## src/rtl/pgs_pkg.sv

```systemverilog
package pgs_pkg;
  localparam int FS_W = 3;
  localparam logic [FS_W-1:0] FS_DEFAULT = 3'b101;
  localparam logic [FS_W-1:0] FS_RSVD    = 3'b111;
endpackage

```

## src/rtl/pgs_sync.sv

```systemverilog
module pgs_sync #(
  parameter int STAGES = 2
) (
  input  logic clk,
  input  logic rst_n,
  input  logic d,
  output logic q
);
  logic [STAGES-1:0] sh_q;
  logic [STAGES-1:0] sh_n;

  always_comb begin
    sh_n = {sh_q[STAGES-2:0], d};
  end

  always_ff @(posedge clk or negedge rst_n) begin
    if (!rst_n) sh_q <= '0;
    else        sh_q <= sh_n;
  end

  assign q = sh_q[STAGES-1];
endmodule

```

## src/rtl/pgs_strap_latch.sv

```systemverilog
module pgs_strap_latch
  import pgs_pkg::*;
(
  input  logic            clk,
  input  logic            rst_n,
  input  logic            pg_s,
  input  logic [FS_W-1:0] fsel,
  input  logic            dbg_en,
  input  logic            tsel,
  output logic [FS_W-1:0] code,
  output logic            rsvd,
  output logic            pair_cpu,
  output logic            test_mode,
  output logic            done
);
  logic            pg_d_q;
  logic [FS_W-1:0] code_q, code_n;
  logic            rsvd_q, rsvd_n;
  logic            pair_q, pair_n;
  logic            test_q, test_n;
  logic            done_q, done_n;
  logic            rise;
  logic            arm;

  assign rise = pg_s & ~pg_d_q;
  assign arm  = rise & (~done_q | test_q);

  always_comb begin
    code_n = code_q;
    rsvd_n = rsvd_q;
    pair_n = pair_q;
    test_n = test_q;
    done_n = done_q;
    if (arm) begin
      done_n = 1'b1;
      pair_n = dbg_en;
      test_n = tsel;
      if (fsel == FS_RSVD) begin
        rsvd_n = 1'b1;
      end else begin
        rsvd_n = 1'b0;
        code_n = fsel;
      end
    end
  end

  always_ff @(posedge clk or negedge rst_n) begin
    if (!rst_n) begin
      pg_d_q <= 1'b0;
      code_q <= FS_DEFAULT;
      rsvd_q <= 1'b0;
      pair_q <= 1'b0;
      test_q <= 1'b0;
      done_q <= 1'b0;
    end else begin
      pg_d_q <= pg_s;
      code_q <= code_n;
      rsvd_q <= rsvd_n;
      pair_q <= pair_n;
      test_q <= test_n;
      done_q <= done_n;
    end
  end

  assign code      = code_q;
  assign rsvd      = rsvd_q;
  assign pair_cpu  = pair_q;
  assign test_mode = test_q;
  assign done      = done_q;
endmodule

```

## src/rtl/pgs_role.sv

```systemverilog
module pgs_role (
  input  logic clk,
  input  logic rst_n,
  input  logic pg_s,
  input  logic done,
  input  logic test_mode,
  input  logic fs_mid,
  output logic pdn_req,
  output logic tristate,
  output logic refdiv
);
  logic fs_mid_q;
  logic fs_mid_n;

  always_comb begin
    fs_mid_n = fs_mid;
  end

  always_ff @(posedge clk or negedge rst_n) begin
    if (!rst_n) fs_mid_q <= 1'b0;
    else        fs_mid_q <= fs_mid_n;
  end

  assign pdn_req  = done & ~pg_s;
  assign tristate = test_mode & ~fs_mid_q;
  assign refdiv   = test_mode &  fs_mid_q;
endmodule

```

## src/rtl/pgs_strap_ctl.sv

```systemverilog
module pgs_strap_ctl
  import pgs_pkg::*;
#(
  parameter int PG_SYNC_STAGES  = 2,
  parameter int RST_SYNC_STAGES = 2
) (
  input  logic            clk,
  input  logic            rst_n,
  input  logic [FS_W-1:0] fsel_i,
  input  logic            dbg_en_i,
  input  logic            tsel_i,
  input  logic            pg_pin_i,
  output logic [FS_W-1:0] freq_code_o,
  output logic            freq_rsvd_o,
  output logic            pair_cpu_o,
  output logic            test_mode_o,
  output logic            tristate_o,
  output logic            refdiv_o,
  output logic            pdn_req_o
);
  logic rst_core_n;
  logic pg_s;
  logic latch_done;

  pgs_sync #(.STAGES(RST_SYNC_STAGES)) u_rst_sync (
    .clk(clk), .rst_n(rst_n), .d(1'b1), .q(rst_core_n)
  );

  pgs_sync #(.STAGES(PG_SYNC_STAGES)) u_pg_sync (
    .clk(clk), .rst_n(rst_core_n), .d(pg_pin_i), .q(pg_s)
  );

  pgs_strap_latch u_latch (
    .clk(clk), .rst_n(rst_core_n), .pg_s(pg_s),
    .fsel(fsel_i), .dbg_en(dbg_en_i), .tsel(tsel_i),
    .code(freq_code_o), .rsvd(freq_rsvd_o), .pair_cpu(pair_cpu_o),
    .test_mode(test_mode_o), .done(latch_done)
  );

  pgs_role u_role (
    .clk(clk), .rst_n(rst_core_n), .pg_s(pg_s), .done(latch_done),
    .test_mode(test_mode_o), .fs_mid(fsel_i[1]),
    .pdn_req(pdn_req_o), .tristate(tristate_o), .refdiv(refdiv_o)
  );
endmodule

```

## config.mk

```make
export PLATFORM = sky130hd
export DESIGN_NAME = pgs_strap_ctl
export DESIGN_NICKNAME = d
export VERILOG_FILES = /design/src/rtl/pgs_pkg.sv /design/src/rtl/pgs_sync.sv /design/src/rtl/pgs_strap_latch.sv /design/src/rtl/pgs_role.sv /design/src/rtl/pgs_strap_ctl.sv
export SDC_FILE = /design/constraint.sdc
export NUM_CORES = 1
export LEC_CHECK = 0
export BUFFER_PORTS_ARGS = -buffer_cell sky130_fd_sc_hd__buf_2
export CORE_AREA = 2 2 39 41
export CTS_BUF_LIST = sky130_fd_sc_hd__clkbuf_2 sky130_fd_sc_hd__clkbuf_4 sky130_fd_sc_hd__clkbuf_8
export DETAILED_ROUTE_END_ITERATION = 8
export DIE_AREA = 0 0 41 43
export SYNTH_ARGS = -nofsm -noshare
export SYNTH_HDL_FRONTEND = slang
export SYNTH_SLANG_ARGS = --single-unit
```

## constraint.sdc

```tcl
create_clock -name clk -period 0.8 [get_ports clk]
set_input_delay 0.04 -clock clk [delete_from_list [all_inputs] [get_ports clk]]
set_output_delay 0.04 -clock clk [all_outputs]
set_load 0.1 [all_outputs]
```

==> metrics.cfg, run 1 <==
[clocking]
numCtsBuffers=3
cts_sinks=13
cts.clk_slew.worst_paths_ns=0.08
cts_tree=done
clk_latency_ns=0.28
cts_max_path_buffers=2
h-tree-depth=1
cts_root_buffer=clkbuf_4

[setup_path]
path_cells=buf_6 -> and2_4 -> buf_12
worst_path_max_delay_cell=dfrtp_4
crit_required_ns=0.76
worst_setup_path_start_kind=register
r2r_setup_slack_ns=-0.38
r2r_start=u_latch.test_mode
r2r_end=u_latch.rsvd
rr_worst_depth=3
arrival_ns=1.18
cp_slowest_stage_delay_ns=0.48
crit_path_end_kind=output pin
path_class=reg -> out
crit_path_max_fanout=4

[drt]
vias=409
drtAntennaViolNets=0
firstDrtPassIters=2
drc=0
drt_iter0_drc=3
wirelength_um=960
viasPerCell=4.54
wl_per_cell_um=10.7

[floorplan]
start_util_pct=36.7
dieArea_um2=1760
fp.dieH_um=43
rows=14
num_io_pins=17
core_area_um2=1380
die_x_um=41

[grt]
antenna_found_initial=0
grt_overflow=0
grt_util_met1_pct=17.8
grt_pass1_vias=394
grt_first_pass_wirelength_um=1620
gr-usage-all-layers_pct=14.6
grt.met3_usage_pct=6.28
grt_max_degree=12
top_usage_layer=met2
met2_usage_pct=20.0

[placement]
gp_congestion=0.703
place_inst=78
hpwlAfterDp_um=670
portBuffers=16

[finish]
instances_no_fill=90
multi_input_area_um2=230
utilization_pct=71.9
regArea_um2=340
fillCellCount=96
fin_nets=83
diodes=0
area_growth_pct=95.8
drive_gt1_share_pct=67.6

[worst_hold_path]
whs_path_depth=3
hp-class=in -> reg
hp-start=fsel_i[0]
hold-path-endpoint=u_latch.code[0]

[timing]
rsz0062_at_grt=true
hold_viol=0
setup_viol=16
skew_ns=0.00474
fin_crit_sh_pct=152
post-route-min-period_ns=1.22
drv_slew=0
setup_tns_ns=-4.52
fmax_mhz=820
whs_ns=0.00801
worst_slack_ns=-0.420

[logic_synthesis]
ys_ff_latch=13
syn-num-nets=48
yosysWarnings=0
synth_area_um2=508
seq_area_frac_synth_pct=64.5
yosys.area.top_type=dfrtp_1
synthesis.instances=40
synth_area_leaders=dfrtp_1, dfstp_2, mux2_4, a31oi_1, a21oi_1
yosys.area.top_type_share_pct=54.2
synth_area_per_cell_um2=12.7
yosysUniqueCellTypes=17

[power]
peakVddDrop_uv=1630
leakage_nw=0.463
power_density_nw_per_um2=2830

[flow_run]
maxCapViolCount=0

[outcome]
violations=negative setup slack
outcome=finished, violations left

through the flow:
stage | power [mW] | instance area [um^2] | setup WS, ns
after floorplan | 1.72 | 537 | -0.678
after global placement | 2.24 | 813 | -0.371
after detailed placement | 2.25 | 813 | -0.388
after CTS | 2.84 | 990 | -0.436
after global routing | 2.91 | 995 | -0.446
final | 2.81 | 995 | -0.420
cells in the mapped netlist:
cell,n
dfrtp_1,11
a21oi_1,3
a31oi_1,3
inv_1,3
nand2_1,3
dfstp_2,2
mux2_4,2
nand2b_1,2
nor2_1,2
nor2b_1,2
and2_1,1
and2_4,1
buf_6,1
conb_1,1
nand2b_4,1
nor2b_2,1
o22a_1,1
placed cells by master (no fill, tap or decap), drive strengths merged:
| cell type | count |
|---|---|
| buf | 26 |
| dfrtp | 11 |
| dlygate4sd3 | 5 |
| clkbuf | 4 |
| nand2b | 3 |
| inv | 3 |
| nand2 | 3 |
| a21oi | 3 |
| nor2b | 3 |
| a31oi | 3 |
| and2 | 2 |
| mux2 | 2 |
| dfstp | 2 |
| nor2 | 2 |
| o22a | 1 |
| conb | 1 |
power by group:
part           leakage, nW  internal [mW]  switching [mW]
combinational        0.297          0.582           0.856
clock               0.0184          0.228           0.215
sequential           0.148          0.825           0.109
logic make-up (layout without fill, tap and decap cells):
kind of cell / Yosys count / count (layout) / synth area share, %
DFF: 13 / 13 / 64.5
and+or+nand+nor: 13 / 13 / 16.0
AOI/OAI and AO/OA: 7 / 7 / 8.37
buffers and inverters: 4 / 38 / 4.43
muxes: 2 / 2 / 5.91
other: 1 / 1 / 0.738
worst max-delay path, delay by kind of cell, from the launching register on:
kind,cells,cell delay [ns]
DFF,1,0.48
buffers and inverters,2,0.29
and+or+nand+nor,1,0.14
metal layers:
metal  vias to the layer above  share of wire, %
met3                         3               5.3
met1                       197                42
li1                        196                 -
met2                        13                50
met5                         -                 0
met4                         0               3.0
registers in the layout, summed over array words and instances, names as in the netlist:
signal and flops:
u_role.fs_mid_q 1, u_latch.pg_d_q 1, u_latch.code 3, u_pg_sync.sh_q 2, u_latch.test_mode 1, u_latch.pair_cpu 1, u_latch.done 1, u_latch.rsvd 1
u_rst_sync.sh_q 2
repair_timing:
action,in CTS,in global routing
gates resized for setup,16,1
buffers inserted,3,0
hold endpoints to repair,6,0
setup endpoints to repair,16,16
hold buffers,5,0
pin swaps,3,0
area by class of cell:
class	instances	share of cell area, %
repair buffers	31	36.5
well taps	16	2.01
inverters	3	1.13
clock buffers	4	3.02
flip-flops and latches	13	34.2
multi-input cells	23	23.1
worst max-delay path by stage:
stage / startpoint / cells after the start / to / slack, ns
floorplan: u_latch.test_mode / 4 / u_latch.pair_cpu / -0.68
finish: u_latch.test_mode / 3 / refdiv_o / -0.42
global placement: u_latch.test_mode / 3 / u_latch.rsvd / -0.37
detailed placement: u_latch.test_mode / 3 / u_latch.pair_cpu / -0.39
global route: u_latch.test_mode / 3 / refdiv_o / -0.45
CTS: u_latch.test_mode / 3 / refdiv_o / -0.44
Note: power is estimated with default switching activity, not from simulation.
==> run 2, diff against run 1 <==
--- a/config.mk
+++ b/config.mk
@@ -10,6 +10,8 @@
 export CTS_BUF_LIST = sky130_fd_sc_hd__clkbuf_2 sky130_fd_sc_hd__clkbuf_4 sky130_fd_sc_hd__clkbuf_8
 export DETAILED_ROUTE_END_ITERATION = 8
 export DIE_AREA = 0 0 41 43
+export REMOVE_ABC_BUFFERS = 1
+export SLEW_MARGIN = 25
 export SYNTH_ARGS = -nofsm -noshare
 export SYNTH_HDL_FRONTEND = slang
 export SYNTH_SLANG_ARGS = --single-unit
==> constraint.sdc (replaced) <==
create_clock -name clk -period 1.4 [get_ports clk]
set_input_delay 0.07 -clock clk [delete_from_list [all_inputs] [get_ports clk]]
set_output_delay 0.07 -clock clk [all_outputs]
set_load 0.1 [all_outputs]
==> metrics.cfg, run 2 (synthesis gave the netlist of run 1 again) <==
[clocking]
post_cts_buffers=0
cts_sinks=13
cts_tree=done
cts.clk_slew.worst_paths_ns=0.08
cts_root_buffer=clkbuf_4
clk_latency_ns=0.28
h-tree-depth=1
numCtsBuffers=3
cts_max_path_buffers=2

[timing]
whs_ns=0.0170
post-route-min-period_ns=1.31
drv_slew=0
fin_crit_sh_pct=93.5
setup_viol=0
fmax_mhz=764
skew_ns=0.00771
hold_viol=0
setup_tns_ns=0
rsz0062_at_grt=false

[setup_path]
crit_required_ns=1.33
arrival_ns=1.24
worst_setup_path_start_kind=register
path_cells=buf_2
cp_slowest_stage_delay_ns=0.54
path_class=reg -> out
path_buf_inv=1
worst_path_max_delay_cell=dfstp_2
rr_worst_depth=3
cp_top_family=flip-flops
crit_path_end_kind=output pin
cp.depth=1
crit_path_max_fanout=2

[drt]
viasPerCell=4.46
drt_iter0_drc=8
vias=352
drc=0
wirelength_um=925
drtAntennaViolNets=0
wl_per_cell_um=11.7
firstDrtPassIters=3

[floorplan]
fp.dieH_um=43
num_io_pins=17
die_x_um=41
start_util_pct=36.7
dieArea_um2=1760
core_area_um2=1380
rows=14

[outcome]
outcome=complete, no violations

[finish]
diodes=0
final_common_cell=buf_2
utilization_pct=49.5
final_cell_mix=buf_2, dfrtp_1, clkbuf_4
drive_gt1_share_pct=42.9
largest_register_ffs=3
fin_nets=72
area_growth_pct=34.7
fillCellCount=130

[worst_hold_path]
whs_path_depth=2
hp-class=in -> reg

[grt]
antenna_found_initial=0
grt_max_degree=12
gr-usage-all-layers_pct=13.6
grt_pass1_vias=357
grt_first_pass_wirelength_um=1510
grt_overflow=0

[power]
leakage_nw=0.340
power_density_nw_per_um2=1890
peakVddDrop_uv=1140

[flow_run]
maxCapViolCount=0

[placement]
gp_congestion=0.827
hpwlAfterDp_um=693
portBuffers=16

## run 2: final timing paths
check | to | start | slack, ns
setup / recovery | freq_code_o[0] | u_latch.code[0] | 0.09
hold / removal | u_latch.pair_cpu | dbg_en_i | 0.02
setup reg to reg | u_latch.rsvd | u_pg_sync.sh_q[1] | 0.19
hold reg to reg | u_pg_sync.sh_q[1] | u_rst_sync.sh_q[1] | 0.16
max in group asynchronous | u_latch.code[2] | u_rst_sync.sh_q[1] | 0.91
min in group asynchronous | u_rst_sync.sh_q[0] | rst_n | 0.10
## run 2: layout make-up
type	count	area [um^2]	area share (%)
tap	16	20.0	2.93
inverter	3	11.3	1.65
timing repair buffer	20	138	20.1
multi-input combinational	23	158	23.0
clock buffer	4	30.0	4.39
sequential	13	328	47.9
## run 2: what timing repair did
item                       4_1_cts  5_1_grt
setup endpoints to repair        0        1
hold endpoints to repair         5        0
hold buffers                     4        0
resized for setup                0        1
## run 2: through the flow
| stage | worst slack, ns | std cells | area [um^2] | power (mW) |
|---|---|---|---|---|
| final | 0.0908 | 79 | 684 | 1.29 |
| after global routing | 0.0207 | 79 | 684 | 1.35 |
| after CTS | 0.0709 | 79 | 682 | 1.31 |
| after detailed placement | 0.197 | 71 | 612 | 1.05 |
| after global placement | 0.248 | 71 | 612 | 1.04 |
| after floorplan | -1.06 | 39 | 497 | 0.956 |
## run 2: layer usage
metal	GRT usage (%)	part of all wire (%)	up-vias	wire (um)
li1	-	-	173	-
met1	15.2	42	166	386
met2	20.9	51	9	469
met3	3.14	4.3	4	40
met4	10.0	2.9	0	27
met5	0	0	-	0
## run 2: power by group
group | internal, mW | leakage, nW | switching, mW
sequential | 0.452 | 0.150 | 0.0382
combinational | 0.0972 | 0.171 | 0.456
clock | 0.130 | 0.0184 | 0.121
